--- config.mk ---
export PLATFORM = sky130hd
export DESIGN_NAME = i2cm_ctrl
export DESIGN_NICKNAME = d
export VERILOG_FILES = /design/src/rtl/i2cm_pkg.sv /design/src/rtl/i2cm_tick.sv /design/src/rtl/i2cm_phy.sv /design/src/rtl/i2cm_seq.sv /design/src/rtl/i2cm_ctrl.sv
export SDC_FILE = /design/constraint.sdc
export NUM_CORES = 1
export LEC_CHECK = 0
export BUFFER_PORTS_ARGS = -buffer_cell sky130_fd_sc_hd__buf_4
export CORE_MARGIN = 8
export CORE_UTILIZATION = 40
export CTS_BUF_LIST = sky130_fd_sc_hd__clkbuf_16
export DETAILED_ROUTE_END_ITERATION = 12
export SETUP_SLACK_MARGIN = 0.4
export SYNTH_ARGS = -nofsm -noshare
export SYNTH_HDL_FRONTEND = slang
export SYNTH_SLANG_ARGS = --single-unit
--- constraint.sdc ---
create_clock -name clk -period 5.8 [get_ports clk]
set_input_delay 1.16 -clock clk [delete_from_list [all_inputs] [get_ports clk]]
set_output_delay 1.16 -clock clk [all_outputs]
set_load 0.005 [all_outputs]
--- src/rtl/i2cm_pkg.sv ---
package i2cm_pkg;

  typedef enum logic [1:0] {
    SYM_START  = 2'd0,
    SYM_RSTART = 2'd1,
    SYM_STOP   = 2'd2,
    SYM_BIT    = 2'd3
  } sym_e;

  typedef enum logic [2:0] {
    SQ_IDLE   = 3'd0,
    SQ_START  = 3'd1,
    SQ_TXB    = 3'd2,
    SQ_TACK   = 3'd3,
    SQ_RSTART = 3'd4,
    SQ_RXB    = 3'd5,
    SQ_MACK   = 3'd6,
    SQ_STOP   = 3'd7
  } seq_e;

  // Line levels {scl, sda} for one quarter of a symbol (1 = released).
  function automatic logic [1:0] sym_levels(input sym_e k, input logic [1:0] q,
                                            input logic b, input logic hold);
    logic [1:0] lv;
    case (k)
      SYM_START:  lv = (q < 2'd2) ? 2'b11 : 2'b10;
      SYM_RSTART: case (q)
                    2'd0: lv = {1'b0, hold};
                    2'd1: lv = 2'b01;
                    2'd2: lv = 2'b11;
                    default: lv = 2'b10;
                  endcase
      SYM_STOP:   case (q)
                    2'd0: lv = {1'b0, hold};
                    2'd1: lv = 2'b00;
                    2'd2: lv = 2'b10;
                    default: lv = 2'b11;
                  endcase
      default:    lv = (q == 2'd0) ? {1'b0, hold} : {(q >= 2'd2), b};
    endcase
    return lv;
  endfunction

endpackage

--- src/rtl/i2cm_tick.sv ---
module i2cm_tick #(
  parameter int QTR_STD  = 500,
  parameter int QTR_FAST = 125
) (
  input  logic clk,
  input  logic rst,
  input  logic run,
  input  logic fast,
  output logic tick
);
  localparam int QMAX = (QTR_STD > QTR_FAST) ? QTR_STD : QTR_FAST;
  localparam int CW   = $clog2(QMAX + 1);

  logic [CW-1:0] cnt;
  logic [CW-1:0] lim;

  assign lim  = fast ? CW'(QTR_FAST - 1) : CW'(QTR_STD - 1);
  assign tick = run && (cnt == lim);

  always_ff @(posedge clk) begin
    if (rst || !run || tick) cnt <= '0;
    else                     cnt <= cnt + 1'b1;
  end
endmodule

--- src/rtl/i2cm_phy.sv ---
module i2cm_phy
  import i2cm_pkg::*;
#(
  parameter int SYNC = 2
) (
  input  logic clk,
  input  logic rst,
  input  logic tick,
  input  logic go,
  input  sym_e kind,
  input  logic bit_in,
  input  logic sda_in,
  output logic active,
  output logic done,
  output logic rx_bit,
  output logic scl_oe,
  output logic sda_oe
);
  logic [1:0]      q;
  sym_e            kind_r;
  logic            bit_r;
  logic [SYNC-1:0] sync_q;
  logic [1:0]      lv_first;
  logic [1:0]      lv_next;

  generate
    if (SYNC > 1) begin : g_sync
      always_ff @(posedge clk) begin
        if (rst) sync_q <= '1;
        else     sync_q <= {sync_q[SYNC-2:0], sda_in};
      end
    end else begin : g_nosync
      always_ff @(posedge clk) begin
        if (rst) sync_q <= '1;
        else     sync_q <= sda_in;
      end
    end
  endgenerate

  assign lv_first = sym_levels(kind, 2'd0, bit_in, ~sda_oe);
  assign lv_next  = sym_levels(kind_r, q + 2'd1, bit_r, ~sda_oe);
  assign done     = active && tick && (q == 2'd3);

  always_ff @(posedge clk) begin
    if (rst) begin
      active <= 1'b0;
      q      <= 2'd0;
      kind_r <= SYM_BIT;
      bit_r  <= 1'b1;
      rx_bit <= 1'b1;
      scl_oe <= 1'b0;
      sda_oe <= 1'b0;
    end else if (!active && go) begin
      active           <= 1'b1;
      q                <= 2'd0;
      kind_r           <= kind;
      bit_r            <= bit_in;
      {scl_oe, sda_oe} <= ~lv_first;
    end else if (active && tick) begin
      if (q == 2'd2) rx_bit <= sync_q[SYNC-1];
      if (q == 2'd3) begin
        active <= 1'b0;
      end else begin
        q                <= q + 2'd1;
        {scl_oe, sda_oe} <= ~lv_next;
      end
    end
  end
endmodule

--- src/rtl/i2cm_seq.sv ---
module i2cm_seq
  import i2cm_pkg::*;
#(
  parameter int LEN_W = 4
) (
  input  logic             clk,
  input  logic             rst,
  input  logic             cmd_valid,
  input  logic [6:0]       cmd_addr,
  input  logic [LEN_W-1:0] cmd_wr_len,
  input  logic [LEN_W-1:0] cmd_rd_len,
  input  logic             cmd_fast,
  input  logic [7:0]       wr_data,
  output logic             wr_take,
  output logic             rd_valid,
  output logic [7:0]       rd_data,
  output logic             busy,
  output logic             nack_err,
  output logic             spd_fast,
  output logic             sym_go,
  output sym_e             sym_kind,
  output logic             sym_bit,
  input  logic             sym_done,
  input  logic             rx_bit
);
  seq_e             st;
  logic             issued;
  logic [6:0]       addr_r;
  logic             dir_r;
  logic [LEN_W-1:0] wr_left;
  logic [LEN_W-1:0] rd_left;
  logic [7:0]       sh;
  logic [2:0]       bcnt;

  assign sym_go = (st != SQ_IDLE) && !issued;

  always_comb begin
    case (st)
      SQ_START:  sym_kind = SYM_START;
      SQ_RSTART: sym_kind = SYM_RSTART;
      SQ_STOP:   sym_kind = SYM_STOP;
      default:   sym_kind = SYM_BIT;
    endcase
    case (st)
      SQ_TXB:  sym_bit = sh[7];
      SQ_MACK: sym_bit = (rd_left == '0);
      default: sym_bit = 1'b1;
    endcase
  end

  always_ff @(posedge clk) begin
    if (rst) begin
      st       <= SQ_IDLE;
      issued   <= 1'b0;
      addr_r   <= '0;
      dir_r    <= 1'b0;
      wr_left  <= '0;
      rd_left  <= '0;
      sh       <= '0;
      bcnt     <= '0;
      busy     <= 1'b0;
      nack_err <= 1'b0;
      spd_fast <= 1'b0;
      wr_take  <= 1'b0;
      rd_valid <= 1'b0;
      rd_data  <= '0;
    end else begin
      wr_take  <= 1'b0;
      rd_valid <= 1'b0;
      if (sym_go)   issued <= 1'b1;
      if (sym_done) issued <= 1'b0;
      case (st)
        SQ_IDLE: if (cmd_valid) begin
          addr_r   <= cmd_addr;
          wr_left  <= cmd_wr_len;
          rd_left  <= cmd_rd_len;
          spd_fast <= cmd_fast;
          dir_r    <= (cmd_wr_len == '0) && (cmd_rd_len != '0);
          busy     <= 1'b1;
          nack_err <= 1'b0;
          st       <= SQ_START;
        end
        SQ_START: if (sym_done) begin
          sh   <= {addr_r, dir_r};
          bcnt <= '0;
          st   <= SQ_TXB;
        end
        SQ_RSTART: if (sym_done) begin
          dir_r <= 1'b1;
          sh    <= {addr_r, 1'b1};
          bcnt  <= '0;
          st    <= SQ_TXB;
        end
        SQ_TXB: if (sym_done) begin
          sh   <= {sh[6:0], 1'b0};
          bcnt <= bcnt + 3'd1;
          if (bcnt == 3'd7) st <= SQ_TACK;
        end
        SQ_TACK: if (sym_done) begin
          bcnt <= '0;
          if (rx_bit) begin
            nack_err <= 1'b1;
            st       <= SQ_STOP;
          end else if (dir_r) begin
            st <= SQ_RXB;
          end else if (wr_left != '0) begin
            sh      <= wr_data;
            wr_take <= 1'b1;
            wr_left <= wr_left - 1'b1;
            st      <= SQ_TXB;
          end else if (rd_left != '0) begin
            st <= SQ_RSTART;
          end else begin
            st <= SQ_STOP;
          end
        end
        SQ_RXB: if (sym_done) begin
          sh   <= {sh[6:0], rx_bit};
          bcnt <= bcnt + 3'd1;
          if (bcnt == 3'd7) begin
            rd_data  <= {sh[6:0], rx_bit};
            rd_valid <= 1'b1;
            rd_left  <= rd_left - 1'b1;
            st       <= SQ_MACK;
          end
        end
        SQ_MACK: if (sym_done) begin
          bcnt <= '0;
          st   <= (rd_left == '0) ? SQ_STOP : SQ_RXB;
        end
        default: if (sym_done) begin
          busy <= 1'b0;
          st   <= SQ_IDLE;
        end
      endcase
    end
  end
endmodule

--- src/rtl/i2cm_ctrl.sv ---
module i2cm_ctrl
  import i2cm_pkg::*;
#(
  parameter int LEN_W    = 4,
  parameter int QTR_STD  = 500,
  parameter int QTR_FAST = 125,
  parameter int SYNC     = 2
) (
  input  logic             clk,
  input  logic             rst,
  input  logic             cmd_valid,
  input  logic [6:0]       cmd_addr,
  input  logic [LEN_W-1:0] cmd_wr_len,
  input  logic [LEN_W-1:0] cmd_rd_len,
  input  logic             cmd_fast,
  input  logic [7:0]       wr_data,
  output logic             wr_take,
  output logic             rd_valid,
  output logic [7:0]       rd_data,
  output logic             busy,
  output logic             nack_err,
  output logic             scl_oe,
  output logic             sda_oe,
  input  logic             sda_in
);
  logic spd_fast;
  logic sym_go;
  sym_e sym_kind;
  logic sym_bit;
  logic sym_done;
  logic rx_bit;
  logic phy_active;
  logic tick;

  i2cm_seq #(.LEN_W(LEN_W)) u_seq (
    .clk(clk), .rst(rst),
    .cmd_valid(cmd_valid), .cmd_addr(cmd_addr),
    .cmd_wr_len(cmd_wr_len), .cmd_rd_len(cmd_rd_len), .cmd_fast(cmd_fast),
    .wr_data(wr_data), .wr_take(wr_take),
    .rd_valid(rd_valid), .rd_data(rd_data),
    .busy(busy), .nack_err(nack_err), .spd_fast(spd_fast),
    .sym_go(sym_go), .sym_kind(sym_kind), .sym_bit(sym_bit),
    .sym_done(sym_done), .rx_bit(rx_bit)
  );

  i2cm_tick #(.QTR_STD(QTR_STD), .QTR_FAST(QTR_FAST)) u_tick (
    .clk(clk), .rst(rst), .run(phy_active), .fast(spd_fast), .tick(tick)
  );

  i2cm_phy #(.SYNC(SYNC)) u_phy (
    .clk(clk), .rst(rst), .tick(tick),
    .go(sym_go), .kind(sym_kind), .bit_in(sym_bit), .sda_in(sda_in),
    .active(phy_active), .done(sym_done), .rx_bit(rx_bit),
    .scl_oe(scl_oe), .sda_oe(sda_oe)
  );
endmodule

* Yosys cells after proc, flatten, opt, wreduce, memory -nomap -nowiden
Cells that the tools add are included.
** Storage, ports and cells
- Bits in latches :: 0
- Bits in writable memories :: 0
- Memories kept :: 0
- Register bits after elaboration :: 64
- Output and inout port bits :: 14
- Bits in read-only memories :: 0
** Cells by class
- Bitwise logic cells :: 9
- Divide/modulo/power cells :: 0
- $lt $le $gt $ge :: 2
- Eq/ne operators :: 32
- Shifts and indexed selects :: 0
- Reduce and logical (&&, ||, !) cells :: 50
- $add $sub $neg :: 5
- Muxes and demuxes :: 66
- Multipliers :: 0
** Operator list (number)
- $mux 8 :: 8
- $pmux 8 s5 :: 1
- $mux 3 :: 13
- $mux 4 :: 8
- $pmux 2 s3 :: 4
- $ne 2x2->1 const B :: 10
- $mux 1 :: 19
- $pmux 3 s6 :: 1
- $reduce_and 9->1 :: 2
- $pmux 4 s2 :: 2
- $eq 3x3->1 const B :: 5
- $reduce_and 3->1 :: 5
- $ne 2x1->1 const B :: 7
- $reduce_bool 2->1 :: 7
- $reduce_bool 4->1 :: 3
- $add 9x1->9 const B :: 1
- $eq 9x9->1 :: 1
- $mux 9 :: 1
- $eq 2x2->1 const B :: 4
- $logic_not 4->1 :: 2
- $mux 2 :: 4
- $pmux 1 s2 :: 4
- $reduce_and 2->1 :: 4
- $reduce_and 4->1 :: 2
- 24 further kinds :: 46

* Logic depth before layout (Yosys ltp)
Gate-level depths: netlist of run 1.
- Word-level depth :: 8
- Gate-level depth with buffers :: 9
- Depth with buffers taken out :: 8

* Modules after synthesis
From an unflattened synthesis of run 1, not the netlist that was laid out.
** Second synthesis, totals
- Cells, all modules :: 412
- Area, all modules :: 3362.0 µm²
** By module, submodules not included
- i2cm_seq :: area an instance 2351.0 µm², times used 1, sequential area each 880.8 µm², cells each 303
- i2cm_phy :: area an instance 574.3 µm², times used 1, sequential area each 220.2 µm², cells each 62
- i2cm_tick :: area an instance 436.7 µm², times used 1, sequential area each 180.2 µm², cells each 47

* Least setup slack after synthesis of run 1
OpenSTA, ideal clock, no wires.
- Path type :: input to register
- Start :: input cmd_valid
- End :: register u_seq.wr_left[0]
- Library setup time :: 0.074 ns
- Arrival :: 2.157 ns
- Stages :: 5
- Path slack :: 3.568 ns
- Cells stage by stage :: nand2_1 > nor3_1 > a31oi_4 > or3_1 > a31oi_1
** Between the ends
- Cells in the longest elaborated chain, start to end :: 2
** RTL lines
- start: declaration :: line i2cm_ctrl.sv:11 : input logic cmd_valid,
- $ne 2x2->1 (no source line)
- $reduce_and 6->1 (no source line)
- end signal: assignment :: line i2cm_seq.sv:75 : wr_left <= cmd_wr_len;
- end signal: assignment :: line i2cm_seq.sv:109 : wr_left <= wr_left - 1'b1;
- end: declaration :: line i2cm_seq.sv:30 : logic [LEN_W-1:0] wr_left;
No other way between the ends.
A chain may end at the register's enable or synchronous reset.

* Worst setup path after layout of run 1
- Start :: register u_tick.cnt[0]
- End :: register u_seq.sh[0]
** Between the ends
- Cells in the longest elaborated chain, start to end :: 6
** RTL lines
- start: declaration :: line i2cm_tick.sv:14 : logic [CW-1:0] cnt;
- start signal: assignment :: line i2cm_tick.sv:22 : else cnt <= cnt + 1'b1;
- $eq 9x9->1 (*) :: line i2cm_tick.sv:18 : assign tick = run && (cnt == lim);
- $logic_and 1x1->1 (*) :: line i2cm_tick.sv:18
- $logic_and 1x1->1 (*) (2 in series) :: line i2cm_phy.sv:42 : assign done = active && tick && (q == 2'd3);
- $ne 2x2->1 (no source line)
- $reduce_and 9->1 (no source line) (*)
- end signal: assignment :: line i2cm_seq.sv:84 : sh <= {addr_r, dir_r};
- end signal: assignment :: line i2cm_seq.sv:90 : sh <= {addr_r, 1'b1};
- end signal: assignment :: line i2cm_seq.sv:95 : sh <= {sh[6:0], 1'b0};
- end: declaration :: line i2cm_seq.sv:32 : logic [7:0] sh;
Mark *: on every way between the ends. The rest lies on a longest branch, timed or not.

==> results.toml, run 1 <==
[clock_tree]
cts-root-buf = "clkbuf_16"
post_cts_hold_buffer_count = 0
post_cts.resized_instances = 0
cts-htree-levels = 3
tritoncts = "yes"
clk_transition_reported_paths_ps = 50
max-clock-path-buffers = 2
post-cts-setup-buffers = 0
tritoncts_sink_count = 64
skew_pair_late_insertion_delay_ps = 330
num_cts_buffers = 9

[detailed_routing]
drc_errors = 0
routed_wirelength_um = 7450
post_drt_wl_per_cell_um = 14.4
route.vias.total = 2760
drt_iter0_markers = 129
drt-vias-per-instance = 5.32
first_pass_iters = 4
route.antenna.remaining_nets = 0

[floorplan]
die_width_um = 104
die-height_um = 104
placement_rows = 32
pin_count = 42
start_util_pct = 40.8
coreArea_um2 = 7610
die_area_um2 = 10800

[critical_path]
worstPathCellList = "nand4_1 > or4_4 > a211oi_2 > o211a_1 > mux2i_1 > nor2_1"
cp_data_arrival_time_ps = 2940
worst-path-max-fanout = 15
critical_path.slowest_cell = "a211oi_2"
crit_buf_inv = 0
critical_path.endpoint_type = "flop"
worstSetupPathType = "flop to flop"
startpoint_type = "flop"
crit_path_max_incr_delay_ps = 750
path_delay_family = "compound AO/OA/AOI/OAI gates"
critPathRequiredTime_ps = 6000

[synthesis]
synthXorXnorAreaFrac_pct = 2.82
synth_top_cells_by_count = "dfxtp_1 (64), nor2_1 (55), nand2_1 (46), a21oi_1 (34), a211oi_1 (18)"
yosys_warnings = 0
synth_edf_count = 0
synth-seq-cells = 64
synth_top_cell_area_share_pct = 41.2
netlist_top_cells_area = "dfxtp_1 (41%), nor2_1 (6.6%), nand2_1 (5.6%), a21oi_1 (5.5%), a211oi_1 (4.3%)"
ys.flop_type = "dfxtp_1"
synth_most_common_cell = "dfxtp_1"
mappedNetlistArea_um2 = 3110
yosys.area.top_type = "dfxtp_1"
postSynthAreaPerCell_um2 = 8.24
netlist-cell-type-count = 52
syn-num-nets = 415
synthesis.instances = 377
synth_sequential_area_ratio_pct = 41.2
async_flop_share_pct = 0
multiplexer_fraction_of_the_synthesized_cell_area_pct = 3.54
post_synth_simple_gate_area_pct = 23.0
synth-compound-area-share_pct = 21.8
synth_top_family_by_area = "simple AND/OR/NAND/NOR gates"
post_synth_fa_ha_maj_area_fraction_pct = 4.03

[status]
status = "complete, no violations"

[sta]
finalCriticalPeriod_ps = 2740
timing.max_slew.rel_slack_pct = 31.5
fin_hold_ws_ps = 407
skew_ps = 3.53
slew_viol_final = 0
setup_ws_ps = 3060
worst_slew_pin_slew_ps = 1020
hold_viol_final = 0
unrepaired_setup_endpoints_after_global_routing = "false"
final.period_utilization_pct = 47.3
setup_violations = 0
max_clock_freq_mhz = 364
setup-tns-final_ps = 0

[hold_path]
min-delay-path-class = "flop to flop"

[global_route]
grt_max_degree = 51
grt_overflow = 0
antenna_found_initial = 0
vias_in_the_first_global_route = 2621
grt_usage_pct = 14.3
first_pass_grt_wire_length_um = 12800

[placement]
dpl_worst_slack_ps = 3000
number_of_port_buffers = 41
place.detailed.hpwl_um = 5230
place.gp.congestion = 0.828

[finish]
register_area_um2 = 1280
multi_input_gate_area_um2 = 1720
nets = 450
post_route_cells_drive_above_1_share_pct = 16.8
fillers = 753
area.growth.synth_to_final_pct = 22.0
antennaDiodeCount = 0

[power_and_ir_drop]
power.density_cell_area_nw_per_um2 = 315
ir_worst_vdd_v = 0.000146
cellLeakagePower_nw = 1.49

[job]
max_cap_viol_count = 0
-- metal layers --
layer | global-route usage [%] | share of wire, %
met1 | 19.2 | 50
met2 | 21.2 | 44
met3 | 3.90 | 4.5
met4 | 5.27 | 1.4
met5 | 0 | 0
-- cells in the final DEF, fill, tap and decap left out, types with 9 or more instances in the layout --
master,Yosys,final
a21oi_1,34,34
a211oi_1,18,18
dfxtp_1,64,64
clkbuf_16,0,9
nor3_1,11,10
nand3_1,9,9
buf_4,1,41
mux2i_1,11,11
o21ai_0,13,13
ha_1,10,10
inv_1,10,11
nor2_1,55,55
nand2_1,46,46
-- cell families (layout without fill, tap and decap cells) --
group | Yosys count | after routing
AOI/OAI and AO/OA | 99 | 99
xor gates and xnor gates | 10 | 10
adders and majority gates | 10 | 10
buffers and inverters | 28 | 68
DFF | 64 | 64
muxes | 11 | 11
and+or+nand+nor | 155 | 155
-- stage by stage --
step           utilization, %  area [um^2]  total power [mW]  instances
2_1_floorplan               -         3110             0.586        377
3_3_place_gp             45.7         3480             0.633        503
3_5_place_dp             45.7         3480             0.635        503
4_1_cts                  49.8         3790              1.20        519
5_1_grt                  49.8         3790              1.25        519
6_report                 49.8         3790              1.19        519
-- worst paths after layout --
path	slack, ps	endpoint	startpoint	depth (start not counted)
max	3060	u_seq.sh[0]$_SDFFE_PP0P_	u_tick.cnt[0]$_SDFF_PP0_	6
min	410	u_phy.sync_q[1]$_SDFF_PP1_	u_phy.sync_q[0]$_SDFF_PP1_	1
max reg2reg	3060	u_seq.sh[0]$_SDFFE_PP0P_	u_tick.cnt[0]$_SDFF_PP0_	6
min reg2reg	410	u_phy.sync_q[1]$_SDFF_PP1_	u_phy.sync_q[0]$_SDFF_PP1_	1
-- registers in the layout, summed over array words and instances, names as in the netlist, named ones only --
register and count:
u_phy.active 1, u_phy.bit_r 1, u_phy.kind_r 2, u_phy.q 2, u_phy.rx_bit 1, u_phy.scl_oe 1, u_phy.sync_q 2, u_seq.addr_r 7
u_seq.bcnt 3, u_seq.busy 1, u_seq.dir_r 1, u_seq.issued 1, u_seq.nack_err 1, u_seq.rd_data 8, u_seq.rd_left 4, u_seq.rd_valid 1
u_seq.sh 8, u_seq.spd_fast 1, u_seq.st 3, u_seq.wr_left 4, u_seq.wr_take 1, u_tick.cnt 9
-- where the power goes --
group	internal, mW	total, mW	leakage, nW	switching (mW)
Clock	0.373	0.566	0.158	0.194
Combinational	0.0569	0.142	0.807	0.0849
Sequential	0.461	0.485	0.520	0.0237
-- cell type report --
type / count / share of cell area, %
Timing Repair Buffer: 41 / 8.12
Sequential cell: 64 / 33.8
Multi-Input combinational cell: 285 / 45.4
Clock buffer: 9 / 5.94
Inverter: 11 / 1.09
Tap cell: 102 / 3.37
Clock inverter: 7 / 2.28
Power figures use the tool's default switching activity.
==> inputs of run 2 (changes only) <==
ABC_AREA = 1   (was unset)
clock period = 2.7 ns   (was 5.8 ns; I/O delays follow)
==> run 2 against run 1 <==
  * Cell count up 23%
  * Total power increased to 3.3 times the previous value
  * Critical path depth grew 3
  * Area after synthesis grew 7.1%
  * Fmax grew 35%
  * Synthesized cell count increased by 29%
  * Utilization fell by 0.21 points
  * Via count up 12%
  * Hold slack got worse by 8.3 ps
  * Sequential share of layout area is 2.1 points lower
  * Global-route usage fell by 0.37 points
  * Critical endpoint unchanged
  * Largest power group is now combinational cells
==> results.toml, run 2 <==
[detailed_routing]
routed_wirelength_um = 7570
drc_errors = 0
drt-vias-per-instance = 4.84
drt_iter0_markers = 129
route.vias.total = 3091
route.antenna.remaining_nets = 0
first_pass_iters = 4
post_drt_wl_per_cell_um = 11.9

[synthesis]
post_synth_simple_gate_area_pct = 30.5
synthXorXnorAreaFrac_pct = 1.58
multiplexer_fraction_of_the_synthesized_cell_area_pct = 0.301
post_synth_fa_ha_maj_area_fraction_pct = 3.76
synth_edf_count = 0
netlist_top_cells_area = "dfxtp_1 (39%), nand2_1 (10%), nor2_1 (8.8%), inv_1 (7.1%), a21oi_1 (6.3%)"
synth_top_family_by_area = "simple AND/OR/NAND/NOR gates"
synth_top_cells_by_count = "nand2_1 (91), nor2_1 (78), dfxtp_1 (64), inv_1 (63), a21oi_1 (42)"
synth_most_common_cell = "nand2_1"
synth_top_cell_area_share_pct = 38.5
postSynthAreaPerCell_um2 = 6.86
synthesis.instances = 485
ys.flop_type = "dfxtp_1"
syn-num-nets = 523
synth-seq-cells = 64
mappedNetlistArea_um2 = 3330
async_flop_share_pct = 0
synth_sequential_area_ratio_pct = 38.5
yosys_warnings = 0
yosys.area.top_type = "dfxtp_1"
synth-compound-area-share_pct = 15.1
netlist-cell-type-count = 40

[critical_path]
critical_path.slowest_cell = "nor2_2"
crit_path_max_incr_delay_ps = 480
startpoint_type = "flop"
worstPathCellList = "nand3_2 > nand2_4 > inv_2 > nand2_4 > nor2_2 > nor2_2 > nand3_1 > nand2_1 > nor2_1"
critPathRequiredTime_ps = 2920
worstSetupPathType = "flop to flop"
worst-path-max-fanout = 16
critical_path.endpoint_type = "flop"
cp_data_arrival_time_ps = 2260

[power_and_ir_drop]
power.density_cell_area_nw_per_um2 = 978
cellLeakagePower_nw = 1.85
ir_worst_vdd_v = 0.000530

[floorplan]
die-height_um = 107
placement_rows = 33
die_width_um = 107
coreArea_um2 = 8130
pin_count = 42
start_util_pct = 40.9
die_area_um2 = 11500

[clock_tree]
skew_pair_late_insertion_delay_ps = 330
post_cts.resized_instances = 0
post_cts_hold_buffer_count = 0
post-cts-setup-buffers = 0
clk_transition_reported_paths_ps = 50
max-clock-path-buffers = 2
tritoncts = "yes"
num_cts_buffers = 9
cts-htree-levels = 3
tritoncts_sink_count = 64
cts-root-buf = "clkbuf_16"

[placement]
placement.cell_area_um2 = 3710
place.gp.congestion = 0.840
place.detailed.hpwl_um = 5670
number_of_port_buffers = 41

[global_route]
grt_usage_pct = 13.9
grt_overflow = 0
first_pass_grt_wire_length_um = 13100
grt_max_degree = 26
antenna_found_initial = 0
vias_in_the_first_global_route = 2853

[sta]
max_clock_freq_mhz = 491
finalCriticalPeriod_ps = 2040
setup-tns-final_ps = 0
worst_slew_pin_slew_ps = 617
final.period_utilization_pct = 75.4
hold_viol_final = 0
timing.max_slew.rel_slack_pct = 58.8
skew_ps = 6.46
unrepaired_setup_endpoints_after_global_routing = "false"
slew_viol_final = 0
setup_violations = 0

[finish]
largestRegisters = "u_tick.cnt x9, u_seq.rd_data x8, u_seq.sh x8"
register_area_um2 = 1280
post_route_cells_drive_above_1_share_pct = 15.0
multi_input_gate_area_um2 = 1710
finish.instance_area_um2 = 4040
mostFrequentLayoutCell = "nand2_1"
nets = 566
area.growth.synth_to_final_pct = 21.3
commonest_non_fill_non_tap_cells_in_the_layout = "nand2_1 (91), nor2_1 (78), inv_1 (64), dfxtp_1 (64), buf_4 (45)"
max_flop_register = "u_tick.cnt"
fillers = 809
antennaDiodeCount = 0
largest_register_ff_count = 9

[hold_path]
min-delay-path-class = "input port to flop"

[job]
max_cap_viol_count = 0

[status]
status = "complete, no violations"
run 2: final cells by class:
class	instances	area share (%)
well taps	105	3.26
clock inverters	7	2.42
flip-flops and latches	64	31.8
repair buffers	45	8.37
inverters	68	6.33
clock buffers	9	5.58
multi-input cells	340	42.3
run 2: power breakdown:
group | leakage (nW) | internal, mW | switching, mW
Clock | 0.157 | 0.809 | 0.433
Sequential | 0.523 | 1.13 | 0.129
Combinational | 1.17 | 0.520 | 0.924
run 2: routing by layer:
layer  track usage (%)  part of all wire (%)  vias up  wire (um)
li1                  -                     -     1646          -
met1              18.3                    51     1388       3860
met2              21.2                    44       49       3360
met3              3.12                   3.6        8        272
met4              6.03                  0.95        0         72
met5                 0                     0        -          0
run 2: cell families (layout without fill, tap and decap cells):
logic type                 after synthesis  in the layout
DFF                                     64             64
adders and majority gates               10             10
AOI/OAI and AO/OA                       92             92
muxes                                    1              1
buffers and inverters                   81            129
and+or+nand+nor                        231            231
xor gates and xnor gates                 6              6
run 2: final timing paths:
check	startpoint	to	slack [ps]	depth (start not counted)
setup / recovery	u_seq.st[0]$_SDFFE_PP0P_	u_seq.sh[0]$_SDFFE_PP0P_	660	9
hold / removal	sda_in	u_phy.sync_q[0]$_SDFF_PP1_	400	2
setup reg to reg	u_seq.st[0]$_SDFFE_PP0P_	u_seq.sh[0]$_SDFFE_PP0P_	660	9
hold reg to reg	u_phy.sync_q[0]$_SDFF_PP1_	u_phy.sync_q[1]$_SDFF_PP1_	410	1
run 2: worst max-delay path, delay by kind of cell (launching register included):
family / cells / cell delay [ps]
and+or+nand+nor: 8 / 1400
DFF: 1 / 450
buffers and inverters: 1 / 80
run 2: stage by stage:
step / setup WS [ps] / cells / hold WS, ps / util, % / total power [mW]
final: 665 / 638 / 399 / 49.6 / 3.95
after floorplan: 1180 / 485 / 389 / - / 2.45
after global routing: 433 / 638 / 398 / 49.6 / 4.28
after detailed placement: 692 / 622 / 399 / 45.6 / 2.72
after CTS: 693 / 638 / 396 / 49.6 / 3.97
after global placement: 805 / 622 / 402 / 45.6 / 2.70
==> inputs of run 3 (changes only) <==
clock period = 2.1 ns   (was 2.7 ns; I/O delays follow)
==> run 3 against run 2 <==
  * Wire length grew 5.7%
  * Utilization grew 1.8 points
  * Largest cell class unchanged
  * First-iteration DRC count grew 53%
  * Count of clock-buffer cells in the layout is the same
  * Clock skew shrank 1.8 ps
  * Combinational power grew 55%
  * Largest power group unchanged
  * Design area grew 3.7%
  * Sequential share of layout area shrank 0.81 points
  * Total power grew 35%
==> results.toml, run 3 (same netlist as run 2, synthesis figures left out) <==
[status]
status = "complete, no violations"

[critical_path]
crit_buf_inv = 4
critical_path.endpoint_type = "flop"
worstSetupPathType = "flop to flop"
worstPathCellList = "inv_2 > nand3_2 > buf_4 > inv_2 > o31ai_4 > clkbuf_16 > a21oi_1 > nor2_1"
critical_path.most_common_cell = "inv_2"
cp_data_arrival_time_ps = 1860
critPathRequiredTime_ps = 2360
path_delay_family = "buffers and inverters"
startpoint_type = "flop"
crit_path_max_incr_delay_ps = 390
worst-path-max-fanout = 10
critical_path.slowest_cell = "dfxtp_4"

[sta]
skew_ps = 4.70
slew_viol_final = 0
finalCriticalPeriod_ps = 1600
setup_violations = 0
worst_slew_pin_slew_ps = 347
max_clock_freq_mhz = 624
unrepaired_setup_endpoints_after_global_routing = "true"
hold_viol_final = 0
final.period_utilization_pct = 76.4
timing.max_slew.rel_slack_pct = 76.8
setup-tns-final_ps = 0

[power_and_ir_drop]
clock_power_share_pct = 27.1
power.density_cell_area_nw_per_um2 = 1270
p_comb_share_pct = 42.0
switching_power_mw = 2.02
ir_worst_vdd_v = 0.000704
netSwitchingFraction_pct = 37.9
cell_internal_pwr_mw = 3.30
cellLeakagePower_nw = 1.92
proportion_of_power_drawn_by_flip_flops_and_latches_pct = 30.9

[detailed_routing]
route.vias.total = 3154
drc_errors = 0
routed_wirelength_um = 8000
route.antenna.remaining_nets = 0
first_pass_iters = 4
drt_iter0_markers = 197
post_drt_wl_per_cell_um = 12.4
drt-vias-per-instance = 4.88

[finish]
largestRegisters = "u_tick.cnt x9, u_seq.rd_data x8, u_seq.sh x8"
multi_input_gate_area_um2 = 1770
stdcell_count = 646
mostFrequentLayoutCell = "nand2_1"
antennaDiodeCount = 0
largest_register_ff_count = 9
max_flop_register = "u_tick.cnt"
register_area_um2 = 1290
commonest_non_fill_non_tap_cells_in_the_layout = "nand2_1 (86), nor2_1 (75), inv_1 (62)"
post_route_cells_drive_above_1_share_pct = 19.6
area.growth.synth_to_final_pct = 25.8
fillers = 804
nets = 574

[floorplan]
coreArea_um2 = 8130
start_util_pct = 40.9
die_width_um = 107
placement_rows = 33
pin_count = 42
die_area_um2 = 11500
die-height_um = 107

[clock_tree]
post_cts_hold_buffer_count = 0
cts-root-buf = "clkbuf_16"
tritoncts = "yes"
num_cts_buffers = 9
tritoncts_sink_count = 64
skew_pair_late_insertion_delay_ps = 320
clk_transition_reported_paths_ps = 50
cts-htree-levels = 3
max-clock-path-buffers = 2

[placement]
place.detailed.hpwl_um = 5880
place.gp.congestion = 0.869
place.detailed.instances = 624
number_of_port_buffers = 41

[global_route]
grt_overflow = 0
antenna_found_initial = 0
grt_usage_pct = 14.4
grt_max_degree = 32
vias_in_the_first_global_route = 2937
first_pass_grt_wire_length_um = 13400

[hold_path]
min-delay-path-class = "input port to flop"

[job]
max_cap_viol_count = 0
==> run 3: layout make-up <==
class | instances | share of cell area [%]
clock buffers | 9 | 5.38
clock inverters | 7 | 1.49
inverters | 68 | 6.19
multi-input cells | 340 | 42.2
flip-flops and latches | 64 | 30.9
well taps | 105 | 3.14
repair buffers | 53 | 10.6
==> run 3: power groups by stage <==
| stage | combinational [mW] | sequential (mW) | clock, mW |
|---|---|---|---|
| 6_report | 2.23 | 1.64 | 1.44 |
| 5_1_grt | 2.51 | 1.68 | 1.52 |
| 4_1_cts | 2.00 | 1.62 | 1.47 |
| 3_5_place_dp | 1.87 | 1.65 | 0 |
| 3_3_place_gp | 1.86 | 1.64 | 0 |
| 2_1_floorplan | 1.54 | 1.61 | 0 |
==> run 3: timing repair <==
action	in CTS	in global routing
setup buffers	2	3
endpoints found under the setup margin	31	43
hold endpoints to repair	0	0
gates cloned	0	1
gates resized for setup	6	26
pin swaps	1	5
==> run 3: through the flow <==
stage | setup WS, ps | hold WS (ps) | util (%) | total power [mW] | instance area [um^2]
floorplan | 584 | 389 | - | 3.15 | 3330
global placement | 277 | 399 | 45.8 | 3.50 | 3730
detailed placement | 212 | 402 | 45.8 | 3.52 | 3730
CTS | 401 | 275 | 50.0 | 5.09 | 4060
global route | 377 | 280 | 51.5 | 5.71 | 4190
finish | 496 | 284 | 51.5 | 5.31 | 4190
==> run 3: worst paths after layout <==
path                            slack (ps)                    endpoint  cells past startpoint                        from
worst min register to register         420  u_phy.sync_q[1]$_SDFF_PP1_                      1  u_phy.sync_q[0]$_SDFF_PP1_
worst min-delay path                   280  u_phy.sync_q[0]$_SDFF_PP1_                      2                      sda_in
worst max register to register         500    u_seq.sh[4]$_SDFFE_PP0P_                      8    u_seq.st[1]$_SDFFE_PP0P_
worst max-delay path                   500    u_seq.sh[4]$_SDFFE_PP0P_                      8    u_seq.st[1]$_SDFFE_PP0P_
==> run 3: metal layers <==
metal	share of wire (%)	GRT usage, %
met5	0	0
met4	1.1	5.43
met3	5.4	4.14
met2	45	22.2
met1	48	18.5
